$ cat src/rtl/pte_guard_pkg.sv
package pte_guard_pkg;
    localparam int PTE_W   = 64;
    localparam int CAUSE_W = 3;
    localparam int REF_BIT = 8;
    localparam int CHG_BIT = 7;
    localparam int ATT_LO  = 4;
    localparam logic [1:0] ATT_NIO = 2'b10;

    localparam int CZ_PROT  = 0;
    localparam int CZ_GUARD = 1;
    localparam int CZ_STORE = 2;

    typedef enum logic [1:0] {
        ACC_LOAD  = 2'd0,
        ACC_STORE = 2'd1,
        ACC_FETCH = 2'd2
    } acc_e;

    typedef struct packed {
        logic x;
        logic w;
        logic r;
    } perm_t;

    typedef enum logic [1:0] {
        ST_IDLE  = 2'd0,
        ST_EVAL  = 2'd1,
        ST_WRITE = 2'd2,
        ST_FIN   = 2'd3
    } st_e;
endpackage

$ cat src/rtl/pte_perm_eval.sv
module pte_perm_eval
    import pte_guard_pkg::*;
(
    input  logic [PTE_W-1:0]   pte,
    input  logic [1:0]         kind,
    input  logic               prob,
    input  logic [1:0]         amr_key,
    input  logic               iamr_key,
    output perm_t              grant,
    output logic               fault,
    output logic [CAUSE_W-1:0] cause
);
    perm_t base, prot, need;
    logic  priv, guarded, is_store;

    always_comb begin
        priv     = pte[3];
        base.r   = pte[2] | pte[1];
        base.w   = pte[1];
        base.x   = pte[0];
        is_store = (kind == ACC_STORE);
        guarded  = (pte[ATT_LO+1:ATT_LO] == ATT_NIO) && (kind == ACC_FETCH);

        if (priv && prob) begin
            prot = '0;
        end else if (prob || priv) begin
            prot = base;
        end else begin
            prot.r = base.r & ~amr_key[0];
            prot.w = base.w & ~amr_key[1];
            prot.x = base.x & ~iamr_key;
        end

        need = '0;
        unique case (kind)
            ACC_STORE: need.w = 1'b1;
            ACC_FETCH: need.x = 1'b1;
            default:   need.r = 1'b1;
        endcase

        cause = '0;
        fault = 1'b0;
        grant = prot;
        if (guarded) begin
            fault           = 1'b1;
            cause[CZ_GUARD] = 1'b1;
        end else if ((need & ~prot) != '0) begin
            fault           = 1'b1;
            cause[CZ_PROT]  = 1'b1;
            cause[CZ_STORE] = is_store;
        end
        if (fault) begin
            grant = '0;
        end else if (!is_store) begin
            grant.w = 1'b0;
        end
    end
endmodule

$ cat src/rtl/pte_rc_merge.sv
module pte_rc_merge
    import pte_guard_pkg::*;
(
    input  logic [PTE_W-1:0] pte,
    input  logic             is_store,
    output logic [PTE_W-1:0] new_pte,
    output logic             changed
);
    always_comb begin
        new_pte          = pte;
        new_pte[REF_BIT] = 1'b1;
        if (is_store) begin
            new_pte[CHG_BIT] = 1'b1;
        end
        changed = (new_pte != pte);
    end
endmodule

$ cat src/rtl/pte_guard_rc.sv
module pte_guard_rc
    import pte_guard_pkg::*;
#(
    parameter int ADDR_W = 48
) (
    input  logic               clk,
    input  logic               rst_n,
    input  logic               start,
    input  logic [PTE_W-1:0]   pte_in,
    input  logic [ADDR_W-1:0]  pte_addr,
    input  logic [1:0]         acc_kind,
    input  logic               prob_state,
    input  logic [1:0]         amr_key,
    input  logic               iamr_key,
    output logic               done,
    output logic               fault,
    output logic [CAUSE_W-1:0] cause,
    output logic [2:0]         grant,
    output logic               wr_req,
    output logic [ADDR_W-1:0]  wr_addr,
    output logic [PTE_W-1:0]   wr_data,
    input  logic               wr_ack
);
    st_e                state, state_nx;
    logic [PTE_W-1:0]   pte_q, npte_q, npte_c;
    logic [ADDR_W-1:0]  addr_q;
    logic [1:0]         kind_q, amr_q;
    logic               prob_q, iamr_q, fault_q, fault_c, changed_c;
    logic [CAUSE_W-1:0] cause_q, cause_c;
    perm_t              grant_q, grant_c;

    pte_perm_eval u_eval (
        .pte      (pte_q),
        .kind     (kind_q),
        .prob     (prob_q),
        .amr_key  (amr_q),
        .iamr_key (iamr_q),
        .grant    (grant_c),
        .fault    (fault_c),
        .cause    (cause_c)
    );

    pte_rc_merge u_merge (
        .pte      (pte_q),
        .is_store (kind_q == ACC_STORE),
        .new_pte  (npte_c),
        .changed  (changed_c)
    );

    always_comb begin
        state_nx = state;
        unique case (state)
            ST_IDLE:  if (start) state_nx = ST_EVAL;
            ST_EVAL:  state_nx = (!fault_c && changed_c) ? ST_WRITE : ST_FIN;
            ST_WRITE: if (wr_ack) state_nx = ST_FIN;
            ST_FIN:   state_nx = ST_IDLE;
            default:  state_nx = ST_IDLE;
        endcase
    end

    always_ff @(posedge clk) begin
        if (!rst_n) begin
            state   <= ST_IDLE;
            pte_q   <= '0;
            npte_q  <= '0;
            addr_q  <= '0;
            kind_q  <= '0;
            amr_q   <= '0;
            prob_q  <= 1'b0;
            iamr_q  <= 1'b0;
            fault_q <= 1'b0;
            cause_q <= '0;
            grant_q <= '0;
        end else begin
            state <= state_nx;
            if (state == ST_IDLE && start) begin
                pte_q   <= pte_in;
                addr_q  <= pte_addr;
                kind_q  <= acc_kind;
                prob_q  <= prob_state;
                amr_q   <= amr_key;
                iamr_q  <= iamr_key;
                fault_q <= 1'b0;
                cause_q <= '0;
                grant_q <= '0;
            end
            if (state == ST_EVAL) begin
                fault_q <= fault_c;
                cause_q <= cause_c;
                grant_q <= grant_c;
                npte_q  <= npte_c;
            end
        end
    end

    always_comb begin
        done    = (state == ST_FIN);
        wr_req  = (state == ST_WRITE);
        wr_addr = addr_q;
        wr_data = npte_q;
        fault   = fault_q;
        cause   = cause_q;
        grant   = grant_q;
    end
endmodule

$ cat config.mk
export PLATFORM = sky130hd
export DESIGN_NAME = pte_guard_rc
export DESIGN_NICKNAME = d
export VERILOG_FILES = /design/src/rtl/pte_guard_pkg.sv /design/src/rtl/pte_perm_eval.sv /design/src/rtl/pte_rc_merge.sv /design/src/rtl/pte_guard_rc.sv
export SDC_FILE = /design/constraint.sdc
export NUM_CORES = 1
export LEC_CHECK = 0
export ABC_AREA = 1
export BUFFER_PORTS_ARGS = -buffer_cell sky130_fd_sc_hd__buf_2
export CAP_MARGIN = 15
export CORE_UTILIZATION = 44
export CTS_CLUSTER_DIAMETER = 100
export CTS_CLUSTER_SIZE = 40
export DETAILED_ROUTE_END_ITERATION = 12
export PLACE_DENSITY = 0.75
export RECOVER_POWER = 25
export SLEW_MARGIN = 20
export SYNTH_ARGS = -nofsm -noshare
export SYNTH_HDL_FRONTEND = slang
export SYNTH_SLANG_ARGS = --single-unit
export TNS_END_PERCENT = 30
$ cat constraint.sdc
create_clock -name clk -period 1.5 [get_ports clk]
set_clock_uncertainty 0.1 [all_clocks]
set_input_delay 0.225 -clock clk [delete_from_list [all_inputs] [get_ports clk]]
set_output_delay 0.225 -clock clk [all_outputs]
set_load 0.01 [all_outputs]
==> impl_results.md, run 1 <==
* Slew margin rel. at 0.764
* Post-DR vias/cell at between 4 and 5
* Worst slew pin tran at 354 ps
* Worst Path Arrival at around 1200 ps
* YS warnings at 0
* F_max at between 600 and 700 MHz
* Starting density of the core at 0.448
* First-pass GRT wire length at 31.1 mm
* Most frequent cell on the critical path: buf_6
* Pins Over Slew Limit at 0
* Cell Rows at between 40 and 50
* Synth top area cells: dfxtp_1 (56%), nor2_1 (19%), o21ai_0 (13%), clkbuf_1 (1.9%), a21oi_1 (1.8%)
* Count leader, synth: nor2_1
* Kind of critical path: register to output port
* Worst Setup End Kind: output port
* Clock sinks at 191
* Global placement routability congestion at between 0.7 and 0.8
* First-pass iteration count of the detailed router at 7
* CORE AREA at approximately 0.015 mm2
* Yosys cell types at 24
* DP Worst Slack at -82.3 ps
* Crit-path max cell delay at about 340 ps
* Period utilisation layout at 1.00
* Syn Nets at ~1000
* Drt drc at 0
* Ys flop type: dfxtp_1
* Share of flip-flops with an asynchronous set or reset at 0
* Hold Path Class: input port to register
* Top delay family on crit path: flip-flops
* Leak pwr at about 0.0045 uW
* Post-Syn Area at just under 0.007 mm2
* IO Port Bufs at between 200 and 250
* Dpl hpwl at approximately 11 mm
* Fin worst setup slack at -5.38 ps
* Die Ht at between 100 and 150 um
* Final Core Density at 0.667
* # setup viols final at 2
* Maximum VDD drop at ~1100 uV
* TritonCTS clock tree: yes
* Outcome: finished, violations left
* Worst skew pair latency at approximately 430 ps
* WP buf/inv at 3
* Total CTS buffers at 17
* Routed WL at around 20 mm
* Vias in the first global route at between 6000 and 7000
* Failing checks: negative setup slack
* Post-synth top area share at 0.563
* Post-synth top area cell: dfxtp_1
* Maxcap violations at 0
* CP max stage cell: dfxtp_2
* Iter 0 DRT Violations at about 570
* Via count at roughly 6900
* WP data required at ~1200 ps
* CP max FO at 2
* Die X at between 100 and 150 um
* Final hold viol count at 0
* Final #Nets at 1345
* Die area at 0.0159 mm2
* Sequential area share after synthesis at 0.563
* Worst-path clk slew at roughly 70 ps
* Post-Synthesis Cells at around 870
* DR WL/cell at 14.1 um
* Crit-path cells: inv_2 -> buf_6 -> ha_4 -> buf_6
* RSZ-0062 raised after global routing: true
* H-Tree Depth at 4
* Initial antenna violation count at 1
* Largest net degree at the start of global routing at ~60
* Mean Syn Cell Area at 7.81 um2
* Share of cells above drive strength 1 at 0.210
* Remaining Overflow, GRT at 0
* Gr usage total at 0.244
* P&R area growth vs syn at 48.9%
* Final ANT Viol Nets at 0
* Post-synth EDFFs at 0
* Register bit total from synthesis at about 190
* Max clock buf depth at 2
* IO Pins at 243
* PD cells at 1820 mW/mm2
* Tmin final at 1510 ps
* Root Buffer: clkbuf_16
* CP Launch Type: register
* Post-synth top cells: nor2_1 (340), dfxtp_1 (191), o21ai_0 (181)
-- through the flow --
stage / total power [uW] / cells / setup TNS, ps / cell area, um2 / hold slack (ps)
detailed placement: 13600 / 1265 / -2590 / 8280 / 351
finish: 18400 / 1416 / -5.46 / 10100 / 27.3
global route: 19600 / 1416 / -338 / 10100 / 14.2
global placement: 13400 / 1265 / -737 / 8280 / 342
floorplan: 11200 / 869 / 0 / 6790 / 289
CTS: 18200 / 1410 / -115 / 10000 / 4.40
-- timing repair --
action,4_1_cts,5_1_grt
setup buffers,0,2
hold buffers,115,1
pin swaps,0,4
hold endpoints to repair,115,1
resized for setup,8,40
endpoints found under the setup margin,106,157
gates cloned,0,2
-- cell usage in the layout, fill, tap and decap left out, types with 2 or more instances in the layout --
cell / instances
nor2_2: 5
inv_6: 2
ha_4: 3
o21ai_1: 17
dfxtp_1: 189
a21oi_1: 23
nor2_4: 2
nand3_1: 2
nand2_2: 4
buf_12: 7
buf_6: 3
clkbuf_16: 19
dfxtp_2: 2
inv_1: 17
clkinv_2: 3
buf_4: 19
inv_2: 3
dlygate4sd3_1: 116
a211oi_1: 2
buf_16: 2
clkinvlp_4: 4
ha_1: 3
o21ai_0: 164
nor2_1: 336
nand2_1: 27
buf_2: 168
clkbuf_1: 71
-- path summary, 6_finish.rpt --
path / startpoint / end / cells after the start / slack (ps)
min reg2reg: cause[1] / cause[1] / 2 / 360
max reg2reg: state[1] / grant[2] / 7 / 40
max: state[0] / wr_req / 4 / -5
min: pte_in[3] / pte_q[3] / 3 / 30
-- tightest hold or removal path, delay by kind of cell --
kind	cells	cell delay, ps
buffers and inverters	1	70
AO/OA/AOI/OAI	2	210
-- routing by layer --
metal	vias up	GRT usage	routed length [um]
li1	3472	-	-
met2	252	0.424	9840
met1	3125	0.285	8390
met3	37	0.0680	1220
met4	0	0.0907	484
met5	-	0	0
-- sequential cells by signal, summed over array words and instances, names as in the netlist, 2 cells and up --
name	flops
wr_data	64
amr_q	2
pte_q	64
wr_addr	48
state	2
cause	3
grant	3
kind_q	2
-- final cells by class --
class                   count  area, um2
diodes                      1       2.50
clock buffers              18        439
clock inverters            12        113
fillers                  1260       5040
inverters                  22       95.1
multi-input cells         596       2710
flip-flops and latches    191       3830
well taps                 188        235
repair buffers            388       2690
-- where the power goes --
group / leakage [uW] / total [uW] / switching (uW) / internal [uW]
Combinational: 0.00267 / 6760 / 4080 / 2680
Sequential: 0.00158 / 7380 / 756 / 6630
Clock: 0.000262 / 4280 / 1950 / 2330
Total: 0.00451 / 18400 / 6790 / 11600
-- cell families (layout without fill, tap and decap cells) --
logic type | count (synthesis) | in the layout | synth area share
DFF | 191 | 191 | 0.563
and+or+nand+nor | 380 | 380 | 0.217
buffers and inverters | 82 | 440 | 0.0516
adders and majority gates | 7 | 7 | 0.0129
other | 0 | 1 | 0
AOI/OAI and AO/OA | 209 | 209 | 0.156
Power figures use the tool's default switching activity.
==> run 2, diff against run 1 <==
Settings changed: BUFFER_PORTS_ARGS -buffer_cell sky130_fd_sc_hd__buf_2 to default, CORE_UTILIZATION 44 to 56, DONT_BUFFER_PORTS from default to 1, GPL_TIMING_DRIVEN from default to 0, PLACE_DENSITY 0.75 to 0.74, SYNTH_HIERARCHICAL from default to 1.
==> run 2 against run 1 <==
Wire length is 0.39% lower. Area after synthesis is 8.8% higher. Setup slack better by 33 ps. First-iteration DRC count is 26% lower. Critical path type is now register to register. Sequential share of layout area is 1.9 points higher. The flow now finishes without violations. Clock power is 5.4% higher. Register-to-register slack hardly changed.
==> impl_results.md, run 2 <==
* Outcome: completed
* Yosys cell types at 22
* Maxcap violations at 0
* Largest net degree at the start of global routing at 17
* Worst-path clk slew at ~60 ps
* WP buf/inv at 2
* Die area at around 0.014 mm2
* Sequential area share after synthesis at 0.517
* Tmin final at between 1000 and 1500 ps
* Initial antenna violation count at 0
* Crit-path max cell delay at between 300 and 400 ps
* Routed WL at slightly below 20 mm
* Clock sinks at 191
* Hold worst-path end: state[1]
* Mean Syn Cell Area at 7.77 um2
* Post-DR vias/cell at approximately 5.1
* TritonCTS clock tree: yes
* Post-synth top area cell: dfxtp_1
* Die Ht at around 120 um
* Ys flop type: dfxtp_1
* Worst r2r src: kind_q[0]
* Maximum VDD drop at 1250 uV
* Post-synth top cells: nor2_1 (367), dfxtp_1 (191), o21ai_0 (152)
* Gr usage total at 0.288
* Iter 0 DRT Violations at ~420
* Die X at between 100 and 150 um
* Kind of critical path: register to register
* RSZ-0062 raised after global routing: true
* Cell Rows at 41
* IO Pins at 243
* F_max at approximately 680 MHz
* Root Buffer: clkbuf_16
* Global placement routability congestion at between 0.7 and 0.8
* IO Port Bufs at 0
* R2R cell count at 9
* Synth top area cells: dfxtp_1 (52%), nor2_1 (19%), o21ai_0 (10%), buf_4 (6.8%), o21ai_1 (2.2%)
* Via count at ~6500
* Crit-path cells: inv_1 -> ha_2 -> nand2_2 -> buf_4 -> nand3_2 -> nand2_2 -> nor2_2 -> nand2_1 -> a21oi_2
* Reg2reg setup slack at between 20 and 30 ps
* # setup viols final at 0
* P&R area growth vs syn at 30.9%
* Leak pwr at around 0.0043 uW
* First-pass GRT wire length at roughly 30 mm
* Hold WS at 23.1 ps
* Multi-input combinational cell area at 0.00280 mm2
* Dpl hpwl at 12.2 mm
* Worst Setup End Kind: register
* Final hold viol count at 0
* WP data required at ~1800 ps
* Vias in the first global route at approximately 6300
* Critical path depth in cells at 9
* Starting density of the core at 0.581
* CP max FO at 3
* Post-Synthesis Cells at between 900 and 1000
* Final non-filler cell total at between 1000 and 1500
* Register area at between 0.003 and 0.004 mm2
* YS warnings at 6
* CP Launch Type: register
* Syn Nets at 1080
* Hold path cells at 4
* Final #Nets at between 1000 and 1500
* Worst Path Arrival at between 1500 and 2000 ps
* Share of cells above drive strength 1 at 0.185
* H-Tree Depth at 4
* Commonest non-fill, non-tap cell in the layout: nor2_1
* Dpl cells at 1123
* Count leader, synth: nor2_1
* Critical R2R Capture: cause[2]
* CORE AREA at around 0.013 mm2
* First-pass iteration count of the detailed router at 5
* Top delay family on crit path: flip-flops
* DR WL/cell at around 16 um
* Register bit total from synthesis at 191
* Post-synth top area share at 0.517
* Period utilisation layout at 0.981
* # diodes at 0
* Worst skew pair latency at roughly 420 ps
* CP max stage cell: dfxtp_2
* Hold Path Class: input port to register
* Share of flip-flops with an asynchronous set or reset at 0
* Most frequent cells in the layout: nor2_1 (362), dfxtp_1 (183), dlygate4sd3_1 (119), o21ai_1 (89), o21ai_0 (82)
* Drt drc at 0
* Max clock buf depth at 2
* Final ANT Viol Nets at 0
* Filler cell count at 955
* Total CTS buffers at 17
* Hold Crit Start: wr_ack
* PD cells at slightly below 2000 mW/mm2
* Post-Syn Area at about 0.0074 mm2
* Post-synth EDFFs at 0
* Remaining Overflow, GRT at 0
* Most frequent cell on the critical path: nand2_2
* Pins Over Slew Limit at 0
-- run 2: cell types whose count changed in the layout (fill, tap and decap cells not counted), moves of 7 or more --
cell and delta:
a21oi_1 -14, buf_2 -149, buf_4 +57, buf_6 +11
clkbuf_1 -63, clkbuf_2 +9, nand2_1 -8, nand3_1 +7
nor2_1 +26, o21ai_0 -82, o21ai_1 +72, o21ai_2 +13
-- run 2: power breakdown --
group	internal [uW]	total, uW	switching, uW
logic	2740	6290	3550
clock network	2630	4510	1890
registers	6640	8160	1510
total	12000	19000	6950
-- run 2: worst reg2reg max path: cells and delay by family, from the launching register on --
kind / cells / cell delay [ps]
flops: 1 / 340
simple gates: 5 / 330
fa+ha+maj: 1 / 320
buf+inv: 2 / 190
compound gates: 1 / 130
-- run 2: area by class of cell --
class / instances / share of cell area
well taps: 172 / 0.0222
plain buffers: 123 / 0.0925
repair buffers: 124 / 0.127
inverters: 20 / 0.00931
flip-flops and latches: 191 / 0.397
multi-input cells: 616 / 0.290
clock inverters: 10 / 0.0114
clock buffers: 22 / 0.0501
-- run 2: kinds of logic (layout without fill, tap and decap cells) --
| logic type | count (synthesis) | in the layout | share of synthesized area |
|---|---|---|---|
| simple gates | 412 | 412 | 0.220 |
| compound gates | 196 | 196 | 0.133 |
| flops | 191 | 191 | 0.517 |
| buf+inv | 144 | 299 | 0.118 |
| fa+ha+maj | 7 | 7 | 0.0119 |
| other cells | 1 | 1 | 0.000507 |
-- run 2: worst max-delay path by stage --
stage,start,endpoint,slack (ps)
after detailed placement,state[0],pte_q[2],-220
after CTS,pte_q[3],state[0],-20
after global placement,state[0],pte_q[0],-210
after global routing,state[0],wr_addr[17],-80
after floorplan,state[0],pte_q[17],60
final,kind_q[0],cause[2],30
-- run 2: routing by layer --
| layer | vias up | wire (um) | GRT usage |
|---|---|---|---|
| met5 | - | 0 | 0 |
| met3 | 41 | 1410 | 0.0762 |
| met1 | 3000 | 7900 | 0.317 |
| met2 | 237 | 9970 | 0.521 |
| li1 | 3248 | - | - |
| met4 | 0 | 570 | 0.130 |
-- run 2: metrics by stage --
stage                     TNS (ps)  utilization  area (um2)  power, uW  setup WS [ps]
after floorplan                  0            -        7390      12100           60.6
after global placement      -21710        0.598        7600      13200           -214
after detailed placement    -22440        0.598        7600      13400           -225
after CTS                    -18.3        0.746        9490      18400          -18.3
after global routing          -378        0.760        9670      20200          -82.5
final                            0        0.760        9670      19000           27.8
-- run 2: timing repair --
action / 4_1_cts / 5_1_grt
hold endpoints to repair: 120 / 0
setup buffers: 2 / 3
pin swaps: 2 / 9
hold buffers: 119 / 0
gates resized for setup: 38 / 138
endpoints found under the setup margin: 191 / 171
gates cloned: 0 / 0
